**src/rtl/rxm_pkg.sv**
```systemverilog
package rxm_pkg;
    localparam int WORD_W = 16;

    // status word bit positions
    localparam int ST_DSCHG = 15;
    localparam int ST_RING  = 14;
    localparam int ST_CTS   = 13;
    localparam int ST_CD    = 12;
    localparam int ST_SECRX = 10;
    localparam int ST_DONE  = 7;
    localparam int ST_IE    = 6;
    localparam int ST_DSIE  = 5;
    localparam int ST_SECTX = 3;
    localparam int ST_RTS   = 2;
    localparam int ST_DTR   = 1;

    // buffer word flag positions
    localparam int BF_ERR = 15;
    localparam int BF_OVR = 14;
    localparam int BF_BRK = 13;

    typedef enum logic [1:0] {
        LINE_OFFLINE = 2'd0,
        LINE_RINGING = 2'd1,
        LINE_CARRIER = 2'd2
    } line_state_e;
endpackage

```
**src/rtl/rxm_line_fsm.sv**
```systemverilog
module rxm_line_fsm
    import rxm_pkg::*;
(
    input  logic clk,
    input  logic rst_n,
    input  logic clr,
    input  logic modem_en,
    input  logic line_conn,
    input  logic line_disc,
    input  logic dtr_q,
    input  logic dtr_rise,
    input  logic dtr_fall,
    output logic ring,
    output logic carrier,
    output logic ds_evt
);
    line_state_e state_q, state_d;

    always_ff @(posedge clk or negedge rst_n) begin
        if (!rst_n) state_q <= LINE_OFFLINE;
        else        state_q <= state_d;
    end

    always_comb begin
        state_d = state_q;
        ds_evt  = 1'b0;
        if (!modem_en || clr) begin
            state_d = LINE_OFFLINE;
        end else begin
            unique case (state_q)
                LINE_OFFLINE: begin
                    if (line_conn && !line_disc) begin
                        state_d = dtr_q ? LINE_CARRIER : LINE_RINGING;
                        ds_evt  = 1'b1;
                    end
                end
                LINE_RINGING: begin
                    if (line_disc) begin
                        state_d = LINE_OFFLINE;
                    end else if (dtr_rise) begin
                        state_d = LINE_CARRIER;
                        ds_evt  = 1'b1;
                    end
                end
                LINE_CARRIER: begin
                    if (line_disc || dtr_fall) begin
                        state_d = LINE_OFFLINE;
                        ds_evt  = 1'b1;
                    end
                end
                default: state_d = LINE_OFFLINE;
            endcase
        end
    end

    assign ring    = (state_q == LINE_RINGING);
    assign carrier = (state_q == LINE_CARRIER);

    assert_carrier_needs_dtr_R9: assert property (@(posedge clk) disable iff (!rst_n)
        carrier |-> dtr_q);
endmodule

```
**src/rtl/rxm_rxbuf.sv**
```systemverilog
module rxm_rxbuf #(
    parameter int DATA_W = 8
) (
    input  logic              clk,
    input  logic              rst_n,
    input  logic              clr,
    input  logic              char_stb,
    input  logic [DATA_W-1:0] char_data,
    input  logic              brk_stb,
    input  logic              rd_buf,
    output logic [DATA_W-1:0] data_q,
    output logic              err_q,
    output logic              ovr_q,
    output logic              brk_q,
    output logic              done_q,
    output logic              arrive
);
    logic ovr_tag;

    assign arrive  = char_stb || brk_stb;
    assign ovr_tag = done_q && !rd_buf;

    always_ff @(posedge clk or negedge rst_n) begin
        if (!rst_n) begin
            data_q <= '0; err_q <= 1'b0; ovr_q <= 1'b0; brk_q <= 1'b0; done_q <= 1'b0;
        end else if (clr) begin
            data_q <= '0; err_q <= 1'b0; ovr_q <= 1'b0; brk_q <= 1'b0; done_q <= 1'b0;
        end else if (arrive) begin
            done_q <= 1'b1;
            ovr_q  <= ovr_tag;
            if (brk_stb) begin
                data_q <= '0;
                err_q  <= 1'b1;
                brk_q  <= 1'b1;
            end else begin
                data_q <= char_data;
                err_q  <= ovr_tag;
                brk_q  <= 1'b0;
            end
        end else if (rd_buf) begin
            done_q <= 1'b0;
        end
    end

    assert_ovr_marks_err_R5: assert property (@(posedge clk) disable iff (!rst_n)
        ovr_q |-> err_q);
    assert_break_zero_data_R6: assert property (@(posedge clk) disable iff (!rst_n)
        brk_q |-> (err_q && data_q == '0));
    assert_arrival_sets_done_R3: assert property (@(posedge clk) disable iff (!rst_n)
        (arrive && !clr) |=> done_q);
endmodule

```
**src/rtl/rxm_ctrl.sv**
```systemverilog
module rxm_ctrl (
    input  logic clk,
    input  logic rst_n,
    input  logic clr,
    input  logic modem_en,
    input  logic st_wr,
    input  logic st_rd,
    input  logic rd_buf,
    input  logic wr_ie,
    input  logic wr_dsie,
    input  logic wr_sectx,
    input  logic wr_rts,
    input  logic wr_dtr,
    input  logic done_q,
    input  logic arrive,
    input  logic ds_evt,
    output logic ie_q,
    output logic dsie_q,
    output logic sectx_q,
    output logic rts_q,
    output logic dtr_q,
    output logic dsi_q,
    output logic dtr_rise,
    output logic dtr_fall,
    output logic rx_req,
    output logic ds_req
);
    logic ie_eff, dsie_eff, mwr;

    assign mwr      = st_wr && modem_en;
    assign ie_eff   = st_wr ? wr_ie : ie_q;
    assign dsie_eff = mwr ? wr_dsie : dsie_q;
    assign dtr_rise = mwr && wr_dtr && !dtr_q;
    assign dtr_fall = mwr && !wr_dtr && dtr_q;

    always_ff @(posedge clk or negedge rst_n) begin
        if (!rst_n) begin
            ie_q <= 1'b0; dsie_q <= 1'b0; sectx_q <= 1'b0; rts_q <= 1'b0; dtr_q <= 1'b0;
            dsi_q <= 1'b0; rx_req <= 1'b0; ds_req <= 1'b0;
        end else if (clr) begin
            ie_q <= 1'b0; dsie_q <= 1'b0; sectx_q <= 1'b0; rts_q <= 1'b0;
            dtr_q <= modem_en && dtr_q;
            dsi_q <= 1'b0; rx_req <= 1'b0; ds_req <= 1'b0;
        end else begin
            if (st_wr) ie_q <= wr_ie;
            if (mwr) begin
                dsie_q  <= wr_dsie;
                sectx_q <= wr_sectx;
                rts_q   <= wr_rts;
                dtr_q   <= wr_dtr;
            end
            if (ds_evt)     dsi_q <= 1'b1;
            else if (st_rd) dsi_q <= 1'b0;

            if (arrive && ie_eff) rx_req <= 1'b1;
            else if (rd_buf)      rx_req <= 1'b0;
            else if (st_wr)       rx_req <= wr_ie && done_q;

            if (ds_evt && dsie_eff) ds_req <= 1'b1;
            else if (st_rd)         ds_req <= 1'b0;
            else if (mwr)           ds_req <= wr_dsie && dsi_q;
        end
    end

    assert_rxreq_needs_done_R7: assert property (@(posedge clk) disable iff (!rst_n)
        rx_req |-> done_q);
    assert_dsreq_needs_flag_R11: assert property (@(posedge clk) disable iff (!rst_n)
        ds_req |-> dsi_q);
    assert_read_clears_flag_R11: assert property (@(posedge clk) disable iff (!rst_n)
        (st_rd && !ds_evt && !clr) |=> !dsi_q);
    assert_nomodem_quiet_R14: assert property (@(posedge clk) disable iff (!rst_n)
        !modem_en |-> !ds_req);
endmodule

```
**src/rtl/rx_modem_csr.sv**
```systemverilog
module rx_modem_csr
    import rxm_pkg::*;
#(
    parameter int DATA_W = 8
) (
    input  logic              clk,
    input  logic              rst_n,
    input  logic              modem_en,
    input  logic              line_clr,
    input  logic              bus_rd,
    input  logic              bus_wr,
    input  logic              bus_sel,
    input  logic              bus_odd,
    input  logic [15:0]       bus_wdata,
    output logic [15:0]       bus_rdata,
    input  logic              char_stb,
    input  logic [DATA_W-1:0] char_data,
    input  logic              brk_stb,
    input  logic              sec_rx,
    input  logic              line_conn,
    input  logic              line_disc,
    output logic              rx_req,
    output logic              ds_req
);
    localparam int PAD_W = BF_BRK - DATA_W;

    logic st_rd, st_wr, rd_buf;
    logic [DATA_W-1:0] data_q;
    logic err_q, ovr_q, brk_q, done_q, arrive;
    logic ie_q, dsie_q, sectx_q, rts_q, dtr_q, dsi_q, dtr_rise, dtr_fall;
    logic ring, carrier, ds_evt;
    logic [WORD_W-1:0] st_word, bf_word;
    logic unused_wbits;

    assign st_rd  = bus_rd && !bus_sel;
    assign rd_buf = bus_rd && bus_sel;
    assign st_wr  = bus_wr && !bus_sel && !bus_odd;
    assign unused_wbits = ^{bus_wdata[15:7], bus_wdata[4], bus_wdata[0]};

    rxm_rxbuf #(.DATA_W(DATA_W)) u_buf (
        .clk(clk), .rst_n(rst_n), .clr(line_clr),
        .char_stb(char_stb), .char_data(char_data), .brk_stb(brk_stb),
        .rd_buf(rd_buf), .data_q(data_q), .err_q(err_q), .ovr_q(ovr_q),
        .brk_q(brk_q), .done_q(done_q), .arrive(arrive)
    );

    rxm_ctrl u_ctrl (
        .clk(clk), .rst_n(rst_n), .clr(line_clr), .modem_en(modem_en),
        .st_wr(st_wr), .st_rd(st_rd), .rd_buf(rd_buf),
        .wr_ie(bus_wdata[ST_IE]), .wr_dsie(bus_wdata[ST_DSIE]),
        .wr_sectx(bus_wdata[ST_SECTX]), .wr_rts(bus_wdata[ST_RTS]),
        .wr_dtr(bus_wdata[ST_DTR]),
        .done_q(done_q), .arrive(arrive), .ds_evt(ds_evt),
        .ie_q(ie_q), .dsie_q(dsie_q), .sectx_q(sectx_q), .rts_q(rts_q),
        .dtr_q(dtr_q), .dsi_q(dsi_q), .dtr_rise(dtr_rise), .dtr_fall(dtr_fall),
        .rx_req(rx_req), .ds_req(ds_req)
    );

    rxm_line_fsm u_fsm (
        .clk(clk), .rst_n(rst_n), .clr(line_clr), .modem_en(modem_en),
        .line_conn(line_conn), .line_disc(line_disc), .dtr_q(dtr_q),
        .dtr_rise(dtr_rise), .dtr_fall(dtr_fall),
        .ring(ring), .carrier(carrier), .ds_evt(ds_evt)
    );

    always_comb begin
        st_word = '0;
        st_word[ST_DONE] = done_q;
        st_word[ST_IE]   = ie_q;
        if (modem_en) begin
            st_word[ST_DSCHG] = dsi_q;
            st_word[ST_RING]  = ring;
            st_word[ST_CTS]   = carrier;
            st_word[ST_CD]    = carrier;
            st_word[ST_SECRX] = sec_rx;
            st_word[ST_DSIE]  = dsie_q;
            st_word[ST_SECTX] = sectx_q;
            st_word[ST_RTS]   = rts_q;
            st_word[ST_DTR]   = dtr_q;
        end
    end

    assign bf_word   = {err_q, ovr_q, brk_q, {PAD_W{1'b0}}, data_q};
    assign bus_rdata = bus_sel ? bf_word : st_word;
endmodule

```
**config.mk**
```make
export PLATFORM = sky130hd
export DESIGN_NAME = rx_modem_csr
export DESIGN_NICKNAME = d
export VERILOG_FILES = /design/src/rtl/rxm_pkg.sv /design/src/rtl/rxm_line_fsm.sv /design/src/rtl/rxm_rxbuf.sv /design/src/rtl/rxm_ctrl.sv /design/src/rtl/rx_modem_csr.sv
export SDC_FILE = /design/constraint.sdc
export NUM_CORES = 1
export LEC_CHECK = 0
export CAP_MARGIN = 20
export CORE_MARGIN = 2
export CORE_UTILIZATION = 45
export DETAILED_ROUTE_END_ITERATION = 7
export GPL_TIMING_DRIVEN = 0
export PLACE_DENSITY = 0.85
export SETUP_SLACK_MARGIN = 0.15
export SLEW_MARGIN = 20
export SYNTH_ARGS = -nofsm -noshare
export SYNTH_HDL_FRONTEND = slang
export SYNTH_SLANG_ARGS = --single-unit
```
**constraint.sdc**
```tcl
create_clock -name clk -period 4.7 [get_ports clk]
set_input_delay 1.41 -clock clk [delete_from_list [all_inputs] [get_ports clk]]
set_output_delay 1.41 -clock clk [all_outputs]
set_load 0.01 [all_outputs]
```
==> results.txt <==
----------------------------------------------------
[Synth]
  Gate count after technology mapping ... 131
  Mean instance size in the synthesized netlist ... 9.503 um^2
  Ys Warns ... 0
  Distinct cell type count after synthesis ... 42
  Synthesized area ... 0.001245 mm^2
  Biggest area consumer among synthesized cells ... sky130_fd_sc_hd__dfrtp_1
  Cell types occupying the most area after synthesis ... sky130_fd_sc_hd__dfrtp_1 44%, sky130_fd_sc_hd__mux2i_1 7.2%, sky130_fd_sc_hd__nor2_1 5.1%
  Count of flip-flops with a built-in enable after synthesis ... 0
  Fraction of synthesized cell area taken by the top area cell type ... 44.22%
  Sequential cell area fraction in the yosys report ... 44.22%
  Number of storage elements in the synthesis netlist ... 22
  Top cell types by occurrence after synthesis ... 22 x sky130_fd_sc_hd__dfrtp_1, 17 x sky130_fd_sc_hd__nor2_1, 12 x sky130_fd_sc_hd__nand2_1
  Leading cell type by number of instances after synthesis ... sky130_fd_sc_hd__dfrtp_1
  Most common flop cell mapped by yosys ... sky130_fd_sc_hd__dfrtp_1
  Async S/R FF share, synth ... 100.0%

[Floorplanning]
  Height of the die ... 56.60 um
  Initial standard-cell utilization of the core ... 46.34%
  Area of the core region ... 0.002686 mm^2
  Horizontal die dimension ... 56.60 um
  I/O pin count ... 55
  Number of core rows ... 19
  DIE AREA ... 0.003203 mm^2

[Worst setup path]
  Data required time of the critical path ... 3.29 ns
  Critical Path Source Type ... input port
  CP Max Fanout ... 8
  Crit path capture type ... output pin
  Arrival @ worst endpoint ... 2.74 ns
  Worst setup path category ... in -> out

[Clock network]
  Clock net sink count ... 22
  Clk pin slew, worst setup/hold paths ... 0.12 ns
  TritonCTS clock tree ... built
  Count of buffers added by post-CTS timing repair for setup ... 0
  Number of cells upsized or downsized after cts ... 2
  Buffer type at the clock tree root ... sky130_fd_sc_hd__clkbuf_4
  Clock latency at the later pin of the worst-skew pair ... 0.30 ns
  Number of levels the H-tree was split into ... 1
  Number of clock buffers inserted by TritonCTS ... 3
  Hold-fix buffer count after cts ... 0
  Buffer levels on the longest clock path ... 2

[Finish]
  Proportion of layout cells with a drive suffix above 1 ... 10.29%
  Post-Layout Inst Area ... 0.001705 mm^2
  Number of fillers in the final layout ... 229
  Count of antenna diodes in the layout ... 0
  Synthesis-to-layout area growth ... 36.99%
  Total number of nets in the final design ... 214
  Final Util ... 63.48%

[Placement]
  Standard cell area after detailed placement ... 0.001682 mm^2
  Number of I/O port buffers ... 39
  Detailed placement HPWL ... 2.312 mm
  Final weighted congestion of routability-driven global placement ... 0.8459

[Min path]
  Path class of the lowest-slack min-delay path ... reg -> reg

[Power]
  Leakage Power ... 0.7583 nW
  Overall power after layout ... 0.0003660 W
  Total power divided by cell area ... 214.6 mW/mm^2
  Max VDD drop ... 0.1604 mV

[STA]
  Final TNS setup ... 0 ns
  Fin. Hold Viols ... 0
  Maximum clock rate ... 241.0 MHz
  Unrepaired setup endpoints after global routing ... false
  Post-route clock period utilization ... 88.30%
  Worst clock skew ... 0.001937 ns
  Setup-violating endpoint count in the final report ... 0
  Fin crit period ... 4.150 ns
  Max Transition Viols Final ... 0

[Routing]
  Iter 0 DRT Violations ... 17
  Routed wire length ... 3.022 mm
  Number of antenna-violating nets in the routed design ... 0
  Ratio of routed vias to standard cells ... 5.510
  Overall via count from detail_route ... 1,135
  Number of iterations in the first detailed-routing pass ... 4
  Wirelength per Cell ... 14.67 um
  Residual DRC count ... 0

[Run status]
  Result of the run ... finished clean

[Global route]
  Global-route total usage across every layer ... 19.85%
  Global route overflow ... 0
  Number of antenna violations at the first check in global routing ... 0
  Pin count of the biggest net entering global routing ... 23
  Number of global-route vias before repair ... 1,140
  First-pass GRT wire length ... 5.050 mm

[Flow run]
  Number of max-cap violations ... 0

----------------------------------------------------
cell usage in the layout, fill, tap and decap left out, types with 3 or more instances in the layout:
cell and count:
sky130_fd_sc_hd__a21oi_1 7, sky130_fd_sc_hd__a22o_1 6, sky130_fd_sc_hd__and2_1 3, sky130_fd_sc_hd__buf_4 5, sky130_fd_sc_hd__clkbuf_1 3, sky130_fd_sc_hd__clkbuf_4 3, sky130_fd_sc_hd__clkdlybuf4s50_1 37, sky130_fd_sc_hd__conb_1 3
sky130_fd_sc_hd__dfrtp_1 22, sky130_fd_sc_hd__inv_1 5, sky130_fd_sc_hd__mux2i_1 9, sky130_fd_sc_hd__nand2_1 12, sky130_fd_sc_hd__nand2b_1 3, sky130_fd_sc_hd__nor2_1 17, sky130_fd_sc_hd__nor2b_1 3, sky130_fd_sc_hd__o21ai_0 3
worst max-delay path, cell delays in order:
cell,delay (ns)
sky130_fd_sc_hd__dlymetal6s2s_1,0.17
sky130_fd_sc_hd__nor2b_1,0.17
sky130_fd_sc_hd__buf_4,0.17
sky130_fd_sc_hd__and3_1,0.20
sky130_fd_sc_hd__a21o_1,0.09
sky130_fd_sc_hd__clkdlybuf4s50_1,0.52
where the power goes:
group	internal [W]	switching, W	leakage, nW	total, W
logic	0.0000435	0.0000370	0.446	0.0000805
clock network	0.0000299	0.0000550	0.0138	0.0000849
registers	0.000196	0.00000464	0.298	0.000201
total	0.000269	0.0000967	0.758	0.000366
path summary, 6_finish.rpt:
kind                             startpoint         endpoint  slack (ns)  cells after the start
min in group asynchronous             rst_n      u_buf.brk_q        1.05                      1
setup reg to reg           u_fsm.state_q[0]    u_ctrl.ds_req        3.27                      5
setup / recovery                   modem_en    bus_rdata[13]        0.55                      6
hold / removal              u_buf.data_q[4]  u_buf.data_q[4]        0.53                      2
hold reg to reg             u_buf.data_q[4]  u_buf.data_q[4]        0.53                      2
max in group asynchronous             rst_n    u_ctrl.rx_req        3.31                      1
layout make-up:
class | instances | area [um^2] | area share (%)
multi-input cells | 95 | 616.8 | 36.17
flip-flops and latches | 22 | 550.5 | 32.28
repair buffers | 39 | 387.9 | 22.74
plain buffers | 11 | 70.07 | 4.109
well taps | 31 | 38.79 | 2.274
clock buffers | 3 | 22.52 | 1.321
inverters | 5 | 18.77 | 1.101
through the flow:
step | hold WS, ns | cells | setup slack [ns]
4_1_cts | 0.5335 | 206 | 0.1594
6_report | 0.5315 | 206 | 0.5501
3_3_place_gp | 0.4948 | 203 | 0.03352
3_5_place_dp | 0.5066 | 203 | 0.006198
5_1_grt | 0.5618 | 206 | 0.4902
2_1_floorplan | 0.4774 | 133 | 1.071
logic make-up after synthesis:
kind of cell    synth area share, %
other cells                  0.3012
compound gates                16.99
mux                           9.045
buf+inv                       6.833
flops                         44.22
simple gates                  22.61
flip-flops by register name (all words and copies together) (netlist names):
signal	flops
u_buf.brk_q	1
u_buf.data_q	8
u_buf.done_q	1
u_buf.err_q	1
u_buf.ovr_q	1
u_ctrl.ds_req	1
u_ctrl.dsi_q	1
u_ctrl.dsie_q	1
u_ctrl.dtr_q	1
u_ctrl.ie_q	1
u_ctrl.rts_q	1
u_ctrl.rx_req	1
u_ctrl.sectx_q	1
u_fsm.state_q	2
routing by layer:
metal	up-vias	routed length (um)	track usage (%)
met2	30	1559	34.55
met5	-	0	0
met3	2	143	4.378
li1	548	-	-
met4	0	17	4.422
met1	555	1302	25.07
(Power assumes the default switching activity.)
